--- config.mk ---
export PLATFORM = sky130hd
export DESIGN_NAME = async_bus_target
export DESIGN_NICKNAME = d
export VERILOG_FILES = /design/src/rtl/abs_pkg.sv /design/src/rtl/abs_sync.sv /design/src/rtl/abs_fetch.sv /design/src/rtl/abs_ctrl.sv /design/src/rtl/async_bus_target.sv
export SDC_FILE = /design/constraint.sdc
export NUM_CORES = 1
export LEC_CHECK = 0
export BUFFER_PORTS_ARGS = -buffer_cell sky130_fd_sc_hd__buf_2
export CORE_UTILIZATION = 47
export DETAILED_ROUTE_END_ITERATION = 10
export PLACE_DENSITY = 0.71
export SLEW_MARGIN = 30
export SYNTH_ARGS = -nofsm -noshare
export SYNTH_HDL_FRONTEND = slang
export SYNTH_SLANG_ARGS = --single-unit
export TNS_END_PERCENT = 100
--- constraint.sdc ---
create_clock -name clk -period 1.6 [get_ports clk]
set_input_delay 0.16 -clock clk [delete_from_list [all_inputs] [get_ports clk]]
set_output_delay 0.16 -clock clk [all_outputs]
set_load 0.01 [all_outputs]
--- src/rtl/abs_pkg.sv ---
package abs_pkg;
  typedef enum logic [2:0] {
    ST_IDLE,
    ST_ADDR_ACK,
    ST_FETCH,
    ST_WAIT_DATA,
    ST_PRESENT,
    ST_STROBE,
    ST_DRAIN
  } abs_state_e;
endpackage

--- src/rtl/abs_sync.sv ---
module abs_sync #(
  parameter int WIDTH  = 1,
  parameter int STAGES = 2
) (
  input  logic             clk,
  input  logic             rst,
  input  logic [WIDTH-1:0] async_i,
  output logic [WIDTH-1:0] sync_o
);
  logic [WIDTH-1:0] chain [STAGES];

  always_ff @(posedge clk) begin
    if (rst) chain[0] <= '0;
    else     chain[0] <= async_i;
  end

  for (genvar s = 1; s < STAGES; s++) begin : g_stage
    always_ff @(posedge clk) begin
      if (rst) chain[s] <= '0;
      else     chain[s] <= chain[s-1];
    end
  end

  assign sync_o = chain[STAGES-1];
endmodule

--- src/rtl/abs_fetch.sv ---
module abs_fetch #(
  parameter int ADDR_W = 8,
  parameter int DATA_W = 16
) (
  input  logic              clk,
  input  logic              rst,
  input  logic              load_i,
  input  logic [ADDR_W-1:0] base_i,
  input  logic              rd_req_i,
  input  logic              advance_i,
  output logic              mem_en_o,
  output logic [ADDR_W-1:0] mem_addr_o,
  input  logic [DATA_W-1:0] mem_rdata_i,
  output logic [DATA_W-1:0] word_o,
  output logic              word_vld_o
);
  logic [ADDR_W-1:0] cur_addr;
  logic              pend;

  always_ff @(posedge clk) begin
    if (rst)            cur_addr <= '0;
    else if (load_i)    cur_addr <= base_i;
    else if (advance_i) cur_addr <= cur_addr + 1'b1;
  end

  always_ff @(posedge clk) begin
    if (rst) begin
      mem_en_o   <= 1'b0;
      mem_addr_o <= '0;
      pend       <= 1'b0;
      word_vld_o <= 1'b0;
      word_o     <= '0;
    end else begin
      mem_en_o   <= rd_req_i;
      if (rd_req_i) mem_addr_o <= cur_addr;
      pend       <= mem_en_o;
      word_vld_o <= pend;
      if (pend) word_o <= mem_rdata_i;
    end
  end
endmodule

--- src/rtl/abs_ctrl.sv ---
module abs_ctrl
  import abs_pkg::*;
#(
  parameter int DATA_W = 16,
  parameter int BEATS  = 4
) (
  input  logic              clk,
  input  logic              rst,
  input  logic              read_s_i,
  input  logic              mack_s_i,
  input  logic              word_vld_i,
  input  logic [DATA_W-1:0] word_i,
  output logic              cap_o,
  output logic              rd_req_o,
  output logic              advance_o,
  output logic              ack_o,
  output logic              drdy_o,
  output logic              oe_o,
  output logic [DATA_W-1:0] dout_o
);
  localparam int BW = (BEATS > 1) ? $clog2(BEATS) : 1;
  localparam logic [BW-1:0] LAST = BW'(BEATS - 1);

  abs_state_e state, nxt;
  logic [BW-1:0] beat;

  always_comb begin
    nxt       = state;
    cap_o     = 1'b0;
    rd_req_o  = 1'b0;
    advance_o = 1'b0;
    case (state)
      ST_IDLE:      if (read_s_i) begin cap_o = 1'b1; nxt = ST_ADDR_ACK; end
      ST_ADDR_ACK:  if (!read_s_i) nxt = ST_FETCH;
      ST_FETCH:     begin rd_req_o = 1'b1; nxt = ST_WAIT_DATA; end
      ST_WAIT_DATA: if (word_vld_i) nxt = ST_PRESENT;
      ST_PRESENT:   nxt = ST_STROBE;
      ST_STROBE:    if (mack_s_i) nxt = ST_DRAIN;
      ST_DRAIN: begin
        if (!mack_s_i) begin
          if (beat == LAST) nxt = ST_IDLE;
          else begin advance_o = 1'b1; nxt = ST_FETCH; end
        end
      end
      default:      nxt = ST_IDLE;
    endcase
  end

  always_ff @(posedge clk) begin
    if (rst) begin
      state  <= ST_IDLE;
      beat   <= '0;
      ack_o  <= 1'b0;
      drdy_o <= 1'b0;
      oe_o   <= 1'b0;
      dout_o <= '0;
    end else begin
      state <= nxt;
      case (state)
        ST_IDLE:      if (read_s_i) ack_o <= 1'b1;
        ST_ADDR_ACK:  if (!read_s_i) begin ack_o <= 1'b0; beat <= '0; end
        ST_WAIT_DATA: if (word_vld_i) begin dout_o <= word_i; oe_o <= 1'b1; end
        ST_PRESENT:   drdy_o <= 1'b1;
        ST_STROBE:    if (mack_s_i) begin drdy_o <= 1'b0; oe_o <= 1'b0; end
        ST_DRAIN:     if (!mack_s_i && beat != LAST) beat <= beat + 1'b1;
        default: ;
      endcase
    end
  end
endmodule

--- src/rtl/async_bus_target.sv ---
module async_bus_target #(
  parameter int ADDR_W = 8,
  parameter int DATA_W = 16,
  parameter int BEATS  = 4,
  parameter int SYNC_STAGES = 2
) (
  input  logic              clk,
  input  logic              rst,
  input  logic              bus_read_i,
  input  logic              bus_mack_i,
  input  logic [DATA_W-1:0] bus_ad_i,
  output logic [DATA_W-1:0] bus_ad_o,
  output logic              bus_ad_oe_o,
  output logic              bus_ack_o,
  output logic              bus_drdy_o,
  output logic              mem_en_o,
  output logic [ADDR_W-1:0] mem_addr_o,
  input  logic [DATA_W-1:0] mem_rdata_i
);
  logic [1:0]        sync_q;
  logic              cap, rd_req, advance, word_vld;
  logic [DATA_W-1:0] word;

  abs_sync #(.WIDTH(2), .STAGES(SYNC_STAGES)) u_sync (
    .clk     (clk),
    .rst     (rst),
    .async_i ({bus_mack_i, bus_read_i}),
    .sync_o  (sync_q)
  );

  abs_fetch #(.ADDR_W(ADDR_W), .DATA_W(DATA_W)) u_fetch (
    .clk         (clk),
    .rst         (rst),
    .load_i      (cap),
    .base_i      (bus_ad_i[ADDR_W-1:0]),
    .rd_req_i    (rd_req),
    .advance_i   (advance),
    .mem_en_o    (mem_en_o),
    .mem_addr_o  (mem_addr_o),
    .mem_rdata_i (mem_rdata_i),
    .word_o      (word),
    .word_vld_o  (word_vld)
  );

  abs_ctrl #(.DATA_W(DATA_W), .BEATS(BEATS)) u_ctrl (
    .clk        (clk),
    .rst        (rst),
    .read_s_i   (sync_q[0]),
    .mack_s_i   (sync_q[1]),
    .word_vld_i (word_vld),
    .word_i     (word),
    .cap_o      (cap),
    .rd_req_o   (rd_req),
    .advance_o  (advance),
    .ack_o      (bus_ack_o),
    .drdy_o     (bus_drdy_o),
    .oe_o       (bus_ad_oe_o),
    .dout_o     (bus_ad_o)
  );
endmodule

==> results of run 1 <==
==> layout make-up <==
| class | count | area, um^2 | share of cell area |
|---|---|---|---|
| tap | 70 | 87.6 | 0.0281 |
| clock buffer | 10 | 138 | 0.0441 |
| inverter | 5 | 18.8 | 0.00602 |
| multi-input combinational | 184 | 1100 | 0.354 |
| sequential | 63 | 1260 | 0.405 |
| timing repair buffer | 73 | 423 | 0.136 |
| clock inverter | 6 | 83.8 | 0.0269 |
==> cell usage in the layout (no fill, tap or decap), types with 2 or more instances in the layout <==
cell and count:
o21ai_0 4, clkinv_2 3, nor4_1 3, nor2b_1 7, inv_1 5, nand3_1 4, and3_1 2, mux2i_1 25
nand2_1 40, a211oi_1 4, a21oi_1 25, clkbuf_8 10, o21ai_2 2, xnor2_1 4, nor3_1 4, bufinv_16 2
dfxtp_1 62, nor2_1 38, ha_1 2, buf_2 55, buf_4 17
==> metrics by stage <==
stage	util	cell area, um^2	worst slack [ns]
CTS	0.612	3110	0.0603
global route	0.614	3120	-0.00320
global placement	0.569	2890	0.0879
detailed placement	0.569	2890	0.0754
floorplan	-	2470	0.0301
finish	0.614	3120	0.0803
==> worst max path at each step <==
stage                                from                   to  slack [ns]  cells past startpoint
after global placement    u_ctrl.state[1]       u_ctrl.beat[1]        0.09                      4
after global routing       u_ctrl.beat[0]  u_fetch.cur_addr[7]      -0.003                      5
after detailed placement  u_ctrl.state[1]       u_ctrl.beat[1]        0.08                      4
final                     u_ctrl.state[0]  u_fetch.cur_addr[2]        0.08                      4
after CTS                 u_ctrl.state[1]       u_ctrl.beat[1]        0.06                      4
after floorplan           u_ctrl.state[2]  u_fetch.cur_addr[2]        0.03                      6
==> where the power goes <==
group	total (mW)	internal, mW	switching, mW
combinational	0.182	0.0929	0.0890
clock	1.50	0.913	0.589
sequential	1.62	1.60	0.0208
total	3.30	2.60	0.699
==> what timing repair did <==
action | 4_1_cts | 5_1_grt
gates resized for setup | 0 | 4
hold buffers | 0 | 0
endpoints found under the hold margin | 0 | 0
endpoints found under the setup margin | 0 | 6
==> logic make-up (layout without fill, tap and decap cells) <==
| family | after synthesis | after routing | synth area share |
|---|---|---|---|
| buf+inv | 25 | 94 | 0.0466 |
| compound gates | 43 | 43 | 0.107 |
| simple gates | 109 | 109 | 0.206 |
| fa+ha+maj | 2 | 2 | 0.0101 |
| flops | 63 | 63 | 0.510 |
| xor+xnor | 4 | 4 | 0.0142 |
| mux | 26 | 26 | 0.106 |
==> per-layer routing <==
metal	GRT usage	part of all wire	wire length, um
met1	0.225	0.47	2180
met2	0.284	0.46	2140
met3	0.0921	0.056	257
met4	0.0650	0.0097	45
met5	0	0	0
==> state kept, by name, summed over array words and instances, names as in the netlist, 2 cells and up <==
signal and cells:
u_fetch.cur_addr 8, u_ctrl.beat 2, u_ctrl.state 3, u_fetch.mem_addr_o 8, u_fetch.word_o 16, u_sync.chain 4, u_ctrl.dout_o 16
==> out/qor.yml, run 1 <==
clock_network:
  cts_setup_buffers: 0
  clockBufferDepth: 2
  htreeDepth: 3
  clk_latency_ns: 0.34
  cts_tree: "done"
  clkTransAtPathRegs_ns: 0.07
  cts_root_buf: "clkbuf_8"
  cts_buffers: 9
  clock-sinks: 63
critical_path:
  r2r_setup_slack_ns: 0.08
  timing.rr.start: "u_ctrl.state[0]"
  path_buf_inv: 0
  worstPathCellList: "or4b_4 > o21ai_2 > o21ai_2 > a2111oi_2"
  critPathTopFamily: "simple AND/OR/NAND/NOR gates"
  endpoint_kind: "register"
  crit_path_frequent_cell: "o21ai_2"
  worstPathRequired_ns: 1.84
  worstPathMaxFanout: 5
  cp.arrival_ns: 1.76
  reg2reg_to: "u_fetch.cur_addr[2]"
  cpMaxStageDelayCell: "or4b_4"
  reg2reg_depth: 4
  cp-start-kind: "register"
  crit_type: "reg2reg"
  cp_slowest_stage_delay_ns: 0.57
cells_and_area:
  area_growth_syn_to_layout_pct: 26.1
  layout.cells.non_filler: 411
  antennaDiodeCount: 0
  nets: 374
  fillers: 476
  drive_above_1_share: 0.299
synth:
  syn_nets: 310
  ys_top_cells_by_area: "dfxtp_1 (51%), mux2i_1 (10%), nand2_1 (6.1%), nor2_1 (5.8%), a21oi_1 (5.1%)"
  synth_area_um2: 2470
  syn_inst: 272
  synthTopCellsByCount: "dfxtp_1 (63), nand2_1 (40), nor2_1 (38), a21oi_1 (25), mux2i_1 (25)"
  ys_warn_count: 0
  ys.flop_type: "dfxtp_1"
  synth_seq_area_share: 0.510
  synth-edff-count: 0
  ys_ff_latch: 63
  synth.most_common_cell: "dfxtp_1"
  async_reset_ff_frac: 0
  synth_top_area_frac: 0.510
  synth_top_area_cell: "dfxtp_1"
  ys_types: 37
  avgSynthCellArea_um2: 9.09
timing:
  setup_viol: 0
  hold_ws_ns: 0.0309
  timing.final.max_slew_violations: 0
  fin_crit_ns: 1.52
  finalHoldViolCount: 0
  skew_ns: 0.00763
  final.setup.tns_ns: 0
  tightest_slew_ns: 0.459
  fmax_ghz: 0.658
  slew_headroom: 0.694
  finalCritPeriodShare: 0.950
floorplan:
  core-area_um2: 5070
  die_x_um: 74.5
  die_h_um: 74.5
  start_util: 0.487
  core.rowCount: 26
  ios: 64
  dieArea_um2: 5550
power:
  powerDensity_nw_per_um2: 1060
  total_leakage_power_nw: 1.26
  finalPower_mw: 3.30
  vdd_drop_max_mv: 0.595
grt:
  first_global_vias: 1755
  grt_pass1_wl_um: 7530
  grt_max_degree: 30
  grt_usage: 0.185
  grt.overflow.total: 0
  antenna_found_initial: 0
hold_path:
  min_path_cells: 2
  hp-start: "bus_mack_i"
  holdPathEnd: "u_sync.chain[0][1]"
  hold_path.class: "in2reg"
placed_design:
  place_congestion: 0.784
  portBuffers: 55
  dp_hpwl_um: 3210
  place_inst: 395
route:
  drc_errors: 0
  wire_per_inst_um: 11.3
  firstDrtPassIters: 4
  drtIter0Drc: 65
  vias: 2002
  postRouteAntennaNets: 0
  wirelength_um: 4630
  vias_per_cell: 4.87
job:
  cap_violations: 0
run_status:
  outcome: "complete, no violations"
Power figures use the tool's default switching activity.
==> inputs of run 2 (changes only) <==
PLACE_DENSITY = not set   (was 0.71)
PLACE_DENSITY_LB_ADDON = 0.2   (was not set)
==> run 2 against run 1 <==
Effect of this change:
- setup slack worse by 0.011 ns
- critical path depth increased by 1
- final cell count rose by 0.73%
- critical path type unchanged
- final area is 0.68% higher
- global-route usage is 0.28 points higher
==> out/qor.yml, run 2 (same netlist as run 1, synthesis figures left out) <==
run_status:
  outcome: "complete, no violations"
power:
  p_seq_frac: 0.512  # +0.022
  intPower_mw: 2.48  # -4.6%
  comb_power_share: 0.060  # +0.005
  power.switching_fraction: 0.215  # +0.00296
  p_switching_uw: 679  # -2.9%
  p_clk_frac: 0.428  # -0.027
  powerDensity_nw_per_um2: 1010  # -4.9%
  total_leakage_power_nw: 1.26  # +0.40%
  vdd_drop_max_mv: 0.697  # +17%
  finalPower_mw: 3.16  # -4.3%
floorplan:
  die_h_um: 74.5  # unchanged
  start_util: 0.487  # unchanged
  ios: 64  # unchanged
  core-area_um2: 5070  # unchanged
  dieArea_um2: 5550  # unchanged
  core.rowCount: 26  # unchanged
  die_x_um: 74.5  # unchanged
grt:
  first_global_vias: 1816  # +3.5%
  antenna_found_initial: 0  # unchanged
  grt_max_degree: 29  # -3.3%
  grt_usage: 0.188  # +0.00282
  grt_pass1_wl_um: 7710  # +2.4%
  grt.overflow.total: 0  # unchanged
clock_network:
  clock-sinks: 63  # unchanged
  cts_tree: "done"
  clkTransAtPathRegs_ns: 0.06  # about the same
  cts_buffers: 9  # unchanged
  clk_latency_ns: 0.33  # about the same
  cts_hold_buf: 0  # unchanged
  cts_root_buf: "clkbuf_8"
  htreeDepth: 3  # unchanged
  clockBufferDepth: 2  # unchanged
placed_design:
  place_congestion: 0.771  # -1.6%
  dp_hpwl_um: 3330  # +3.6%
  place_ws_ns: 0.0310  # -0.0444 ns
  portBuffers: 55  # unchanged
route:
  postRouteAntennaNets: 0  # unchanged
  wire_per_inst_um: 11.6  # +3.1%
  vias: 2017  # +0.75%
  drtIter0Drc: 51  # -22%
  firstDrtPassIters: 4  # unchanged
  drc_errors: 0  # unchanged
  wirelength_um: 4800  # +3.8%
  vias_per_cell: 4.87  # about the same
timing:
  slew_headroom: 0.646  # -0.0477
  tightest_slew_ns: 0.531  # +0.0715 ns
  timing.final.max_slew_violations: 0  # unchanged
  finalCritPeriodShare: 0.957  # +0.00712
  fin_crit_ns: 1.53  # +0.0114 ns
  final.setup.tns_ns: 0  # unchanged
  skew_ns: 0.00469  # -0.00294 ns
  setup_viol: 0  # unchanged
  hold_ws_ns: 0.0402  # +0.00925 ns
  finalWorstSetupSlack_ns: 0.0689  # -0.0114 ns
  finalHoldViolCount: 0  # unchanged
  fmax_ghz: 0.653  # -0.74%
cells_and_area:
  final_cell_mix: "dfxtp_1 (59), buf_2 (55), nand2_1 (40), nor2_1 (38)"
  nets: 378  # +1.1%
  drive_above_1_share: 0.317  # +0.0177
  antennaDiodeCount: 0  # unchanged
  top_regs: "u_ctrl.dout_o (16), u_fetch.word_o (16)"
  area_growth_syn_to_layout_pct: 27.0
  final_common_cell: "dfxtp_1"
  final_core_util: 0.619  # +0.00419
critical_path:
  crit_type: "reg2reg"
  endpoint_kind: "register"
  cp.arrival_ns: 1.80  # +0.04 ns
  r2r_setup_slack_ns: 0.07  # about the same
  worstPathCellList: "ha_1 > buf_4 > or2_2 > mux2_2 > nor2_1"
  worstPathRequired_ns: 1.87  # +0.03 ns
  worstPathMaxFanout: 5  # unchanged
  cp-start-kind: "register"
  cp_slowest_stage_delay_ns: 0.34  # -0.23 ns
  cpMaxStageDelayCell: "or2_2"
job:
  cap_violations: 0  # unchanged
hold_path:
  hold_path.class: "in2reg"
[run 2: area by class of cell]
cell class / instances / area (um^2)
Timing Repair Buffer: 77 / 453
Multi-Input combinational cell: 184 / 1120
Sequential cell: 63 / 1270
Clock inverter: 4 / 45.0
Fill cell: 452 / 1940
Inverter: 5 / 18.8
Clock buffer: 11 / 151
Tap cell: 70 / 87.6
[run 2: through the flow]
| step | instance area [um^2] | std cells |
|---|---|---|
| after global placement | 2900 | 397 |
| after detailed placement | 2900 | 397 |
| after floorplan | 2470 | 272 |
| after global routing | 3140 | 414 |
| final | 3140 | 414 |
| after CTS | 3100 | 412 |
[run 2: power groups by stage]
| stage | Combinational, mW | Clock (mW) | Sequential (mW) |
|---|---|---|---|
| 2_1_floorplan | 0.111 | 0 | 1.65 |
| 3_5_place_dp | 0.186 | 0 | 1.65 |
| 6_report | 0.189 | 1.35 | 1.62 |
| 4_1_cts | 0.187 | 1.40 | 1.62 |
| 3_3_place_gp | 0.184 | 0 | 1.65 |
| 5_1_grt | 0.211 | 1.46 | 1.62 |
[run 2: repair_timing]
item,CTS,global route
resized for setup,0,9
setup buffers,0,2
endpoints found under the setup margin,0,4
[run 2: worst max-delay path: cells and delay by family, from the launching register on]
family                   cells  cell delay, ns
AND/OR/NAND/NOR              2            0.41
flip-flops                   1            0.32
adder cells (fa/ha/maj)      1            0.28
multiplexers                 1            0.28
buffers and inverters        1            0.19
[run 2: worst paths after layout]
check / from / endpoint / cells past startpoint
worst max-delay path: u_ctrl.beat[0] / u_ctrl.beat[0] / 5
worst min-delay path: bus_read_i / u_sync.chain[0][0] / 2
worst max register to register: u_ctrl.beat[0] / u_ctrl.beat[0] / 5
worst min register to register: u_sync.chain[0][1] / u_sync.chain[1][1] / 1
[run 2: layer usage]
layer  wire length (um)  part of all wire  vias up  global-route usage
met5                  0                 0        -                   0
met4                107             0.022        0               0.107
met3                193             0.040       10              0.0596
met2               2160              0.45       44               0.303
met1               2340              0.49      907               0.220
li1                   -                 -     1056                   -
==> inputs of run 3 (changes only) <==
CORE_MARGIN = 2   (was not set)
RECOVER_POWER = 50   (was not set)
==> run 3 against run 2 <==
Effect of this change:
- flip-flop and latch count unchanged
- clock power up 23%
- sequential power about the same
- sequential share of layout area up 0.21 points
- worst hold slack about the same
==> out/qor.yml, run 3 (same netlist as run 1, synthesis figures left out) <==
placed_design:
  portBuffers: 55  # unchanged
  place_congestion: 0.784  # +1.7%
  place_inst: 394  # -0.76%
  placed_cell_area_um2: 2890  # -0.34%
  dp_hpwl_um: 3220  # -3.3%
cells_and_area:
  final_cell_mix: "dfxtp_1 (61), nand2_1 (40), nor2_1 (38), clkbuf_1 (29), buf_2 (27)"
  layout.cells.non_filler: 410  # -0.97%
  drive_above_1_share: 0.218  # -0.0992
  fin_area_um2: 3120  # -0.72%
  antennaDiodeCount: 0  # unchanged
  final_common_cell: "dfxtp_1"
  final_core_util: 0.610  # -0.00835
  area_growth_syn_to_layout_pct: 26.1
  top_regs: "u_ctrl.dout_o (16), u_fetch.word_o (16)"
  nets: 373  # -1.3%
route:
  wirelength_um: 4720  # -1.6%
  vias: 1962  # -2.7%
  firstDrtPassIters: 4  # unchanged
  postRouteAntennaNets: 0  # unchanged
  wire_per_inst_um: 11.5  # -0.69%
  vias_per_cell: 4.79  # -1.8%
  drc_errors: 0  # unchanged
  drtIter0Drc: 88  # +73%
floorplan:
  die_x_um: 76.5  # +2.7%
  dieArea_um2: 5860  # +5.4%
  ios: 64  # unchanged
  die_h_um: 76.5  # +2.7%
  core.rowCount: 26  # unchanged
  core-area_um2: 5110  # +0.64%
  start_util: 0.484  # -0.00310
critical_path:
  cp.arrival_ns: 1.74  # -0.06 ns
  reg2reg_to: "u_ctrl.beat[1]"
  timing.rr.start: "u_ctrl.state[1]"
  worstPathRequired_ns: 1.80  # -0.07 ns
  cp-start-kind: "register"
  r2r_setup_slack_ns: 0.06  # about the same
  endpoint_kind: "register"
  worstPathMaxFanout: 5  # unchanged
  crit_type: "reg2reg"
  reg2reg_depth: 4  # -1
clock_network:
  clkTransAtPathRegs_ns: 0.07  # about the same
  htreeDepth: 3  # unchanged
  cts_root_buf: "clkbuf_8"
  clockBufferDepth: 2  # unchanged
  cts_tree: "done"
  cts_hold_buf: 0  # unchanged
  clock-sinks: 63  # unchanged
  cts_buffers: 9  # unchanged
  clk_latency_ns: 0.33  # about the same
hold_path:
  hold_path.class: "in2reg"
  min_path_cells: 2  # unchanged
  hp-start: "bus_mack_i"
  holdPathEnd: "u_sync.chain[0][1]"
job:
  cap_violations: 0  # unchanged
timing:
  setup_viol: 0  # unchanged
  final.setup.tns_ns: 0  # unchanged
  grt_setup_unrepaired: "no"
  timing.final.max_slew_violations: 0  # unchanged
  skew_ns: 0.00912  # +0.00443 ns
  slew_headroom: 0.618  # -0.0282
  tightest_slew_ns: 0.573  # +0.0422 ns
  fin_crit_ns: 1.54  # +0.0118 ns
  finalHoldViolCount: 0  # unchanged
  finalCritPeriodShare: 0.964  # +0.00736
  hold_ws_ns: 0.0405  # +0.000358 ns
  fmax_ghz: 0.648  # -0.76%
power:
  vdd_drop_max_mv: 0.690  # -1.1%
  p_seq_frac: 0.467  # -0.045
  p_clk_frac: 0.480  # +0.052
  powerDensity_nw_per_um2: 1110  # +10%
  total_leakage_power_nw: 1.13  # -11%
  comb_power_share: 0.052  # -0.008
  power.switching_fraction: 0.203  # -0.0114
  p_switching_uw: 705  # +3.8%
  intPower_mw: 2.76  # +11%
grt:
  grt_max_degree: 27  # -6.9%
  antenna_found_initial: 0  # unchanged
  grt.overflow.total: 0  # unchanged
  grt_usage: 0.175  # -0.0128
  first_global_vias: 1811  # -0.28%
  grt_pass1_wl_um: 8260  # +7.1%
run_status:
  outcome: "complete, no violations"
## run 3: power by group through the flow
stage                     registers (mW)  clock network, mW  logic [mW]
final                               1.62               1.66       0.182
after detailed placement            1.65                  0       0.184
after global placement              1.65                  0       0.183
after global routing                1.62               1.79       0.203
after CTS                           1.62               1.70       0.185
after floorplan                     1.65                  0       0.111
## run 3: how the worst max path moves through the flow
| stage | startpoint | endpoint | slack (ns) | cells past startpoint |
|---|---|---|---|---|
| 2_1_floorplan | u_ctrl.state[2] | u_fetch.cur_addr[2] | 0.03 | 6 |
| 6_report | u_ctrl.state[1] | u_ctrl.beat[1] | 0.06 | 4 |
| 4_1_cts | u_ctrl.state[1] | u_ctrl.beat[1] | 0.03 | 4 |
| 3_3_place_gp | u_ctrl.state[1] | u_ctrl.beat[1] | 0.08 | 4 |
| 5_1_grt | u_ctrl.state[1] | u_ctrl.beat[1] | 0.001 | 4 |
| 3_5_place_dp | u_ctrl.state[1] | u_ctrl.beat[1] | 0.06 | 4 |
## run 3: per-layer routing
layer,track usage,up-vias,part of all wire
li1,-,1044,-
met1,0.235,873,0.51
met2,0.264,38,0.43
met3,0.0521,7,0.042
met4,0.0709,0,0.012
met5,0,-,0
## run 3: through the flow
stage | worst slack (ns) | total power, mW
final | 0.0572 | 3.46
after global routing | 0.000995 | 3.61
after CTS | 0.0316 | 3.50
after detailed placement | 0.0635 | 1.84
after global placement | 0.0829 | 1.84
after floorplan | 0.0301 | 1.76
## run 3: cell type report
type                       instances  area (um^2)
timing repair buffer              72          387
sequential                        63         1260
multi-input combinational        184         1110
fill                             485         1990
tap                               70         87.6
clock buffer                      10          138
inverter                           5         18.8
clock inverter                     6          108
## run 3: critical path, stage by stage, from the launching register on
cell,delay (ns)
dfxtp_1,0.34
or4b_2,0.67
o21ai_1,0.14
mux2i_1,0.22
nor2_1,0.06
## run 3: what timing repair did
action / in CTS / in global routing
endpoints found under the setup margin: 0 / 3
setup buffers: 0 / 0
resized for setup: 0 / 7
